File: config.mk
export PLATFORM = sky130hd
export DESIGN_NAME = leap_dac_decoder
export DESIGN_NICKNAME = d
export VERILOG_FILES = /design/src/rtl/leap_dac_pkg.sv /design/src/rtl/leap_tap_select.sv /design/src/rtl/leap_sub_map.sv /design/src/rtl/leap_hold_reg.sv /design/src/rtl/leap_dac_decoder.sv
export SDC_FILE = /design/constraint.sdc
export NUM_CORES = 1
export LEC_CHECK = 0
export BUFFER_PORTS_ARGS = -buffer_cell sky130_fd_sc_hd__clkbuf_2
export CAP_MARGIN = 25
export CORE_AREA = 2 2 50 52
export DETAILED_ROUTE_END_ITERATION = 12
export DIE_AREA = 0 0 52 54
export PLACE_DENSITY = 0.76
export REMOVE_ABC_BUFFERS = 1
export SLEW_MARGIN = 15
export SYNTH_ARGS = -nofsm -noshare
export SYNTH_HDL_FRONTEND = slang
export SYNTH_SLANG_ARGS = --single-unit
File: constraint.sdc
create_clock -name clk -period 0.8 [get_ports clk]
set_input_delay 0.16 -clock clk [delete_from_list [all_inputs] [get_ports clk]]
set_output_delay 0.16 -clock clk [all_outputs]
set_load 0.1 [all_outputs]
File: src/rtl/leap_dac_pkg.sv
package leap_dac_pkg;

  // Tap taken by the first selector for a segment index.
  function automatic int unsigned first_tap_of(input int unsigned seg);
    return (seg % 2 == 1) ? seg + 1 : seg;
  endfunction

  // Tap taken by the second selector for a segment index.
  function automatic int unsigned second_tap_of(input int unsigned seg);
    return (seg % 2 == 1) ? seg : seg + 1;
  endfunction

  // Reset image of the packed output bundle {first, second, sub, swap}.
  function automatic logic [63:0] reset_image(input int unsigned tap_w,
                                              input int unsigned sub_w);
    logic [63:0] img;
    img = '0;
    // second tap = 1, lies above sub code and swap bit
    img = 64'(64'd1 << (sub_w + 1));
    if (tap_w == 0) img = '0;
    return img;
  endfunction

endpackage

File: src/rtl/leap_tap_select.sv
module leap_tap_select #(
  parameter int SEG_W = 4,
  localparam int TAP_W = SEG_W + 1
) (
  input  logic [SEG_W-1:0] seg,
  output logic [TAP_W-1:0] tap_first,
  output logic [TAP_W-1:0] tap_second,
  output logic             seg_odd
);
  import leap_dac_pkg::*;

  always_comb begin
    tap_first  = TAP_W'(first_tap_of(int'(seg)));
    tap_second = TAP_W'(second_tap_of(int'(seg)));
    seg_odd    = seg[0];
  end

endmodule

File: src/rtl/leap_sub_map.sv
module leap_sub_map #(
  parameter int SUB_W = 12
) (
  input  logic [SUB_W-1:0] raw_low,
  input  logic             invert,
  output logic [SUB_W-1:0] sub_code
);

  for (genvar b = 0; b < SUB_W; b++) begin : g_bit
    assign sub_code[b] = raw_low[b] ^ invert;
  end

endmodule

File: src/rtl/leap_hold_reg.sv
module leap_hold_reg #(
  parameter int          W       = 8,
  parameter logic [63:0] RST_VAL = '0
) (
  input  logic         clk,
  input  logic         rst_n,
  input  logic         load,
  input  logic [W-1:0] d,
  output logic [W-1:0] q
);

  always_ff @(posedge clk or negedge rst_n) begin
    if (!rst_n)    q <= RST_VAL[W-1:0];
    else if (load) q <= d;
  end

endmodule

File: src/rtl/leap_dac_decoder.sv
module leap_dac_decoder #(
  parameter int CODE_W = 16,
  parameter int SEG_W  = 4,
  localparam int SUB_W = CODE_W - SEG_W,
  localparam int TAP_W = SEG_W + 1,
  localparam int BUN_W = 2 * TAP_W + SUB_W + 1
) (
  input  logic              clk,
  input  logic              rst_n,
  input  logic              in_valid,
  input  logic [CODE_W-1:0] in_code,
  output logic              out_valid,
  output logic [TAP_W-1:0]  tap_first,
  output logic [TAP_W-1:0]  tap_second,
  output logic [SUB_W-1:0]  sub_code,
  output logic              swapped
);
  import leap_dac_pkg::*;

  // Named internal events, visible to the bound checker.
  logic [SEG_W-1:0] seg_idx;
  logic [SUB_W-1:0] raw_low;
  logic             seg_odd;
  logic [TAP_W-1:0] tap_first_nxt;
  logic [TAP_W-1:0] tap_second_nxt;
  logic [SUB_W-1:0] sub_nxt;
  logic             load_evt;
  logic [BUN_W-1:0] bundle_nxt;
  logic [BUN_W-1:0] bundle_q;

  assign seg_idx  = in_code[CODE_W-1 -: SEG_W];
  assign raw_low  = in_code[SUB_W-1:0];
  assign load_evt = in_valid;

  leap_tap_select #(.SEG_W(SEG_W)) u_tap (
    .seg        (seg_idx),
    .tap_first  (tap_first_nxt),
    .tap_second (tap_second_nxt),
    .seg_odd    (seg_odd)
  );

  leap_sub_map #(.SUB_W(SUB_W)) u_sub (
    .raw_low  (raw_low),
    .invert   (seg_odd),
    .sub_code (sub_nxt)
  );

  assign bundle_nxt = {tap_first_nxt, tap_second_nxt, sub_nxt, seg_odd};

  leap_hold_reg #(
    .W       (BUN_W),
    .RST_VAL (reset_image(TAP_W, SUB_W))
  ) u_out (
    .clk   (clk),
    .rst_n (rst_n),
    .load  (load_evt),
    .d     (bundle_nxt),
    .q     (bundle_q)
  );

  always_ff @(posedge clk or negedge rst_n) begin
    if (!rst_n) out_valid <= 1'b0;
    else        out_valid <= load_evt;
  end

  assign {tap_first, tap_second, sub_code, swapped} = bundle_q;

endmodule

==> results of run 1 <==
logic make-up (layout without fill, tap and decap cells):
group,count (synthesis),in the layout,synth area share [%]
simple gates,24,24,9.70
flops,22,22,54.7
compound gates,19,19,9.58
xor+xnor,15,15,13.1
buf+inv,11,64,7.46
fa+ha+maj,2,2,2.49
other cells,2,2,0.747
mux,2,2,2.24
through the flow:
step	worst slack, ns	cell area, um^2	setup TNS (ns)	cells
6_report	-0.302	1730	-6.08	180
5_1_grt	-0.361	1730	-7.50	180
3_5_place_dp	-0.253	1570	-2.47	167
2_1_floorplan	-0.456	942	-13.73	89
4_1_cts	-0.319	1650	-6.33	174
3_3_place_gp	-0.205	1570	-1.85	167
cells in the final DEF (no fill, tap or decap):
master	n
a21oi_1	16
a21oi_2	1
buf_12	22
buf_2	1
buf_4	14
buf_6	2
bufinv_16	1
clkbuf_2	17
clkbuf_4	3
conb_1	2
dfrtp_1	22
dlygate4sd3_1	1
ha_1	2
inv_1	3
mux2_2	2
nand2_1	2
nand3_1	2
nor2_1	12
nor2_2	5
nor2_4	2
nor2b_2	1
o21ai_0	1
o22ai_1	1
xnor2_1	13
xor2_1	2
tightest hold or removal path, stage by stage:
cell and delay [ns]:
clkbuf_2 0.08, xnor2_1 0.10, a21oi_1 0.06
routing by layer:
metal | wire length [um] | part of all wire [%] | vias up | GRT usage (%)
li1 | - | - | 411 | -
met4 | 17 | 0.74 | 0 | 5.70
met5 | 0 | 0 | - | 0
met1 | 897 | 39 | 386 | 21.0
met3 | 133 | 5.8 | 2 | 2.78
met2 | 1240 | 54 | 29 | 30.8
area by class of cell:
cell class | count | area [um^2]
clock inverter | 1 | 30.0
tap | 30 | 37.5
inverter | 3 | 11.3
sequential | 22 | 551
fill | 151 | 588
clock buffer | 3 | 22.5
timing repair buffer | 57 | 668
multi-input combinational | 64 | 412
what timing repair did:
item	CTS	global route
setup endpoints to repair	24	48
resized for setup	0	13
hold buffers	1	0
pin swaps	0	0
endpoints found under the hold margin	22	0
buffers inserted	2	6
power by group through the flow:
stage / Sequential, mW / Combinational [mW] / Clock (mW)
2_1_floorplan: 2.17 / 0.206 / 0
3_3_place_gp: 1.37 / 1.74 / 0
3_5_place_dp: 1.38 / 1.76 / 0
4_1_cts: 1.36 / 1.79 / 0.857
5_1_grt: 1.37 / 1.93 / 0.932
6_report: 1.36 / 1.87 / 0.833
worst paths after layout:
path                              from             to  slack [ns]
max in group asynchronous        rst_n    u_out.q[20]        0.16
setup reg to reg           u_out.q[17]    u_out.q[17]       -0.04
hold / removal             in_code[10]    u_out.q[11]        0.13
hold reg to reg            u_out.q[19]    u_out.q[19]        0.59
setup / recovery           u_out.q[17]  tap_second[4]       -0.30
min in group asynchronous        rst_n     u_out.q[4]        0.32
sequential cells by signal (all words and copies together), names as in the netlist:
signal / count
u_out.q: 21
out_valid: 1
==> impl_metrics.ini, run 1 <==
[synthesis]
synthFlopType = dfrtp_1
synth_top_area_share_pct = 54.7
ys_warn_count = 0
ys_async_sr_fraction_pct = 100
synth_commonest_cells = dfrtp_1, nor2_1, a21oi_1
syn_area_um2 = 1010
synth.distinct_cells = 19
yosysTopAreaCell = dfrtp_1
synth_edf_count = 0
syn-instance-count = 97
ys_seq_elements = 22
avgSynthCellArea_um2 = 10.4
yosysMostFrequentCell = dfrtp_1
yosys-top-cells-area = dfrtp_1, xnor2_1, a21oi_1
yosysSeqAreaShare_pct = 54.7

[power]
ir_drop_mv = 1.29
p_per_area_nw_per_um2 = 2340
intPower_mw = 2.42
p_leak_nw = 0.792
finalPower_mw = 4.06
power_frac_clock_pct = 20.5
power_frac_comb_pct = 46.0
switchingPower_mw = 1.64
pwr-share-seq_pct = 33.5
p_sw_share_pct = 40.4

[timing]
finalSetupViolCount = 25
timing.final.crit_share_pct = 138
whs_ns = 0.125
maxSlewViolCount = 0
timing.fmax_ghz = 0.907
fin_skew_ns = 0
hold_violations = 0
finalWorstSetupSlack_ns = -0.302
rsz0062_at_grt = true
min_period_ns = 1.10

[setup_path]
critPathCaptureType = output pin
cp.required_ns = 0.64
crit_family = flip-flops
cpPeakStageDelay_ns = 0.44
crit_slowest_cell = dfrtp_1
path_cells = buf_12
critPathArrivalTime_ns = 0.94
critPathKind = reg2out
cp.depth = 1
critPathLaunchType = flip-flop
path_max_fanout = 2
ff2ff_path_depth = 1
crit_buf_inv = 1

[placement]
portBuffers = 40
dp_hpwl_um = 1680
gp_congestion = 0.823

[grt]
antenna_found_initial = 0
grt_max_degree = 23
grt_pass1_wl_um = 3510
grt_pass1_vias = 823
grt-ovfl-total = 0
grt_usage_pct = 17.2

[hold_path]
whs_path_depth = 3
worstHoldPathType = in2reg

[clock_tree]
clock_path_buffers = 2
cts.sinks = 22
clkLatencyLatePin_ns = 0.30
cts_max_level = 1
clock-root-buffer = clkbuf_4
tritoncts = built
clkTransAtPathRegs_ns = 0.12
cts_made_buffers = 3

[route]
first_pass_iters = 3
drc = 0
wirelength_um = 2290
ant_nets = 0
vias = 828
viasPerCell = 4.60
drt_iter0_markers = 5
wl_per_cell_um = 12.7

[floorplanning]
io-pin-count = 43
coreArea_um2 = 2320
die_h_um = 54
rows = 18
start_util_pct = 43.4
die_area_um2 = 2810
die_width_um = 52

[flow_run]
max_cap_viol_count = 0

[outcome]
violations = setup timing
run_status = finished with violations

[final_layout]
fin_util_pct = 74.6
nNetsFinal = 172
area_growth_pct = 72.1
antenna-diode-count = 0
drive_gt1_share_pct = 47.3
Note: power is estimated with default switching activity, not from simulation.
==> run 2, diff against run 1 <==
==> constraint.sdc (replaced) <==
create_clock -name clk -period 1.1 [get_ports clk]
set_input_delay 0.22 -clock clk [delete_from_list [all_inputs] [get_ports clk]]
set_output_delay 0.22 -clock clk [all_outputs]
set_load 0.1 [all_outputs]
==> run 2 against run 1 <==
  * The flow still finishes with violations (setup timing)
  * Critical path depth stayed put
  * Non-clock buffer count is 4 lower
  * Largest cell class unchanged
  * First-iteration DRC count stayed put
  * Largest power group unchanged
==> impl_metrics.ini, run 2 (synthesized netlist as in run 1, its figures left out) <==
[setup_path]
critPathCaptureType = output pin
path_max_fanout = 2
crit_buf_inv = 1
cp.required_ns = 0.88
critPathLaunchType = flip-flop
path_cells = buf_12
critPathKind = reg2out
crit_family = flip-flops
crit_slowest_cell = dfrtp_1
critPathArrivalTime_ns = 0.92
cpPeakStageDelay_ns = 0.43

[power]
p_sw_share_pct = 43.7
power_frac_clock_pct = 13.1
p_per_area_nw_per_um2 = 1620
switchingPower_mw = 1.15
power_frac_comb_pct = 49.6
pwr-share-seq_pct = 37.3
p_leak_nw = 0.755
intPower_mw = 1.49
ir_drop_mv = 1.10

[clock_tree]
clkTransAtPathRegs_ns = 0.11
clock_path_buffers = 2
clock-root-buffer = clkbuf_4
tritoncts = built
cts_made_buffers = 3
cts_max_level = 1
clkLatencyLatePin_ns = 0.29
cts.sinks = 22

[route]
drc = 0
wirelength_um = 2210
ant_nets = 0
drt_iter0_markers = 5
vias = 810
viasPerCell = 4.63
wl_per_cell_um = 12.6
first_pass_iters = 2

[timing]
hold_violations = 0
timing.fmax_ghz = 0.880
setup_tns_ns = -0.492
min_period_ns = 1.14
fin_skew_ns = 0
finalSetupViolCount = 22
timing.final.crit_share_pct = 103
rsz0062_at_grt = true
slew-limit-headroom_pct = 65.0
maxSlewViolCount = 0
finalWorstSetupSlack_ns = -0.0365
worst-slew-pin-transition_ns = 0.524

[grt]
use_met3_pct = 4.44
grt_usage_pct = 17.4
antenna_found_initial = 0
grt_use_met2_pct = 29.7
grt_pass1_vias = 816
busiest_layer = met2
gr-usage-met1_pct = 21.6
grt_pass1_wl_um = 3510
grt-ovfl-total = 0
grt_max_degree = 23

[final_layout]
drive_gt1_share_pct = 40.0
regMostFlops = u_out.q
final_cell_mix = dfrtp_1, buf_12, nor2_1
largest_reg_flops = 21
top_regs = u_out.q x21, out_valid x1
nNetsFinal = 168
fill_cells = 160
area_growth_pct = 62.3
antenna-diode-count = 0

[floorplanning]
die_h_um = 54
rows = 18
die_width_um = 52
start_util_pct = 43.4
io-pin-count = 43
die_area_um2 = 2810
coreArea_um2 = 2320

[placement]
dp_hpwl_um = 1770
portBuffers = 40
gp_congestion = 0.794
dp_slack_ns = -0.0331

[outcome]
violations = setup timing
run_status = finished with violations

[hold_path]
worstHoldPathType = in2reg

[flow_run]
max_cap_viol_count = 0
## run 2: cell types whose count changed in the layout (fill, tap and decap cells not counted), moves of 2 or more
cell and delta:
buf_6 -2, nor2_2 -5, nor2_1 +7, buf_4 -2
nor2_4 -2
## run 2: per-layer routing
layer | vias to the layer above | wire (um) | part of all wire [%]
met5 | - | 0 | 0
met4 | 0 | 14 | 0.63
met3 | 2 | 160 | 7.2
met2 | 29 | 1120 | 51
met1 | 375 | 915 | 41
li1 | 404 | - | -
## run 2: final cells by class
| class | count | area, um^2 | share of cell area [%] |
|---|---|---|---|
| timing repair buffer | 53 | 631 | 38.6 |
| inverter | 3 | 11.3 | 0.690 |
| multi-input combinational | 64 | 380 | 23.3 |
| sequential | 22 | 551 | 33.7 |
| tap | 30 | 37.5 | 2.30 |
| clock buffer | 3 | 22.5 | 1.38 |
## run 2: worst reg2reg max path: stages, from the launching register on
cell and delay (ns):
dfrtp_1 0.43, buf_4 0.15, nor2_1 0.08, a21oi_1 0.05
## run 2: metrics by stage
stage / hold slack (ns) / instance area (um^2) / power (mW) / std cells / util (%)
5_1_grt: 0.151 / 1630 / 2.76 / 175 / 70.4
6_report: 0.154 / 1630 / 2.64 / 175 / 70.4
3_5_place_dp: 0.220 / 1560 / 2.28 / 165 / 67.0
4_1_cts: 0.151 / 1620 / 2.65 / 173 / 69.7
2_1_floorplan: -0.0756 / 942 / 1.73 / 89 / -
3_3_place_gp: 0.218 / 1560 / 2.26 / 165 / 67.0
## run 2: what timing repair did
action                                 CTS  global route
pin swaps                                0             0
endpoints found under the hold margin   22             0
hold buffers                             1             0
setup endpoints to repair               22            22
resized for setup                        0             0
setup buffers                            4             2
## run 2: final timing paths
| kind | from | endpoint | slack, ns | cells past startpoint |
|---|---|---|---|---|
| worst max-delay path | u_out.q[11] | sub_code[10] | -0.04 | 1 |
| worst min-delay path | in_valid | out_valid | 0.15 | 1 |
| worst max register to register | u_out.q[6] | u_out.q[6] | 0.29 | 3 |
| worst min register to register | u_out.q[17] | u_out.q[17] | 0.59 | 1 |
| max in group asynchronous | rst_n | u_out.q[0] | 0.33 | 2 |
| min in group asynchronous | rst_n | u_out.q[1] | 0.43 | 2 |
## run 2: power by group through the flow
stage	logic (mW)	clock network, mW	registers (mW)
global placement	1.26	0	0.999
global route	1.36	0.403	0.996
finish	1.31	0.345	0.986
CTS	1.31	0.357	0.988
detailed placement	1.28	0	1.01
floorplan	0.150	0	1.58
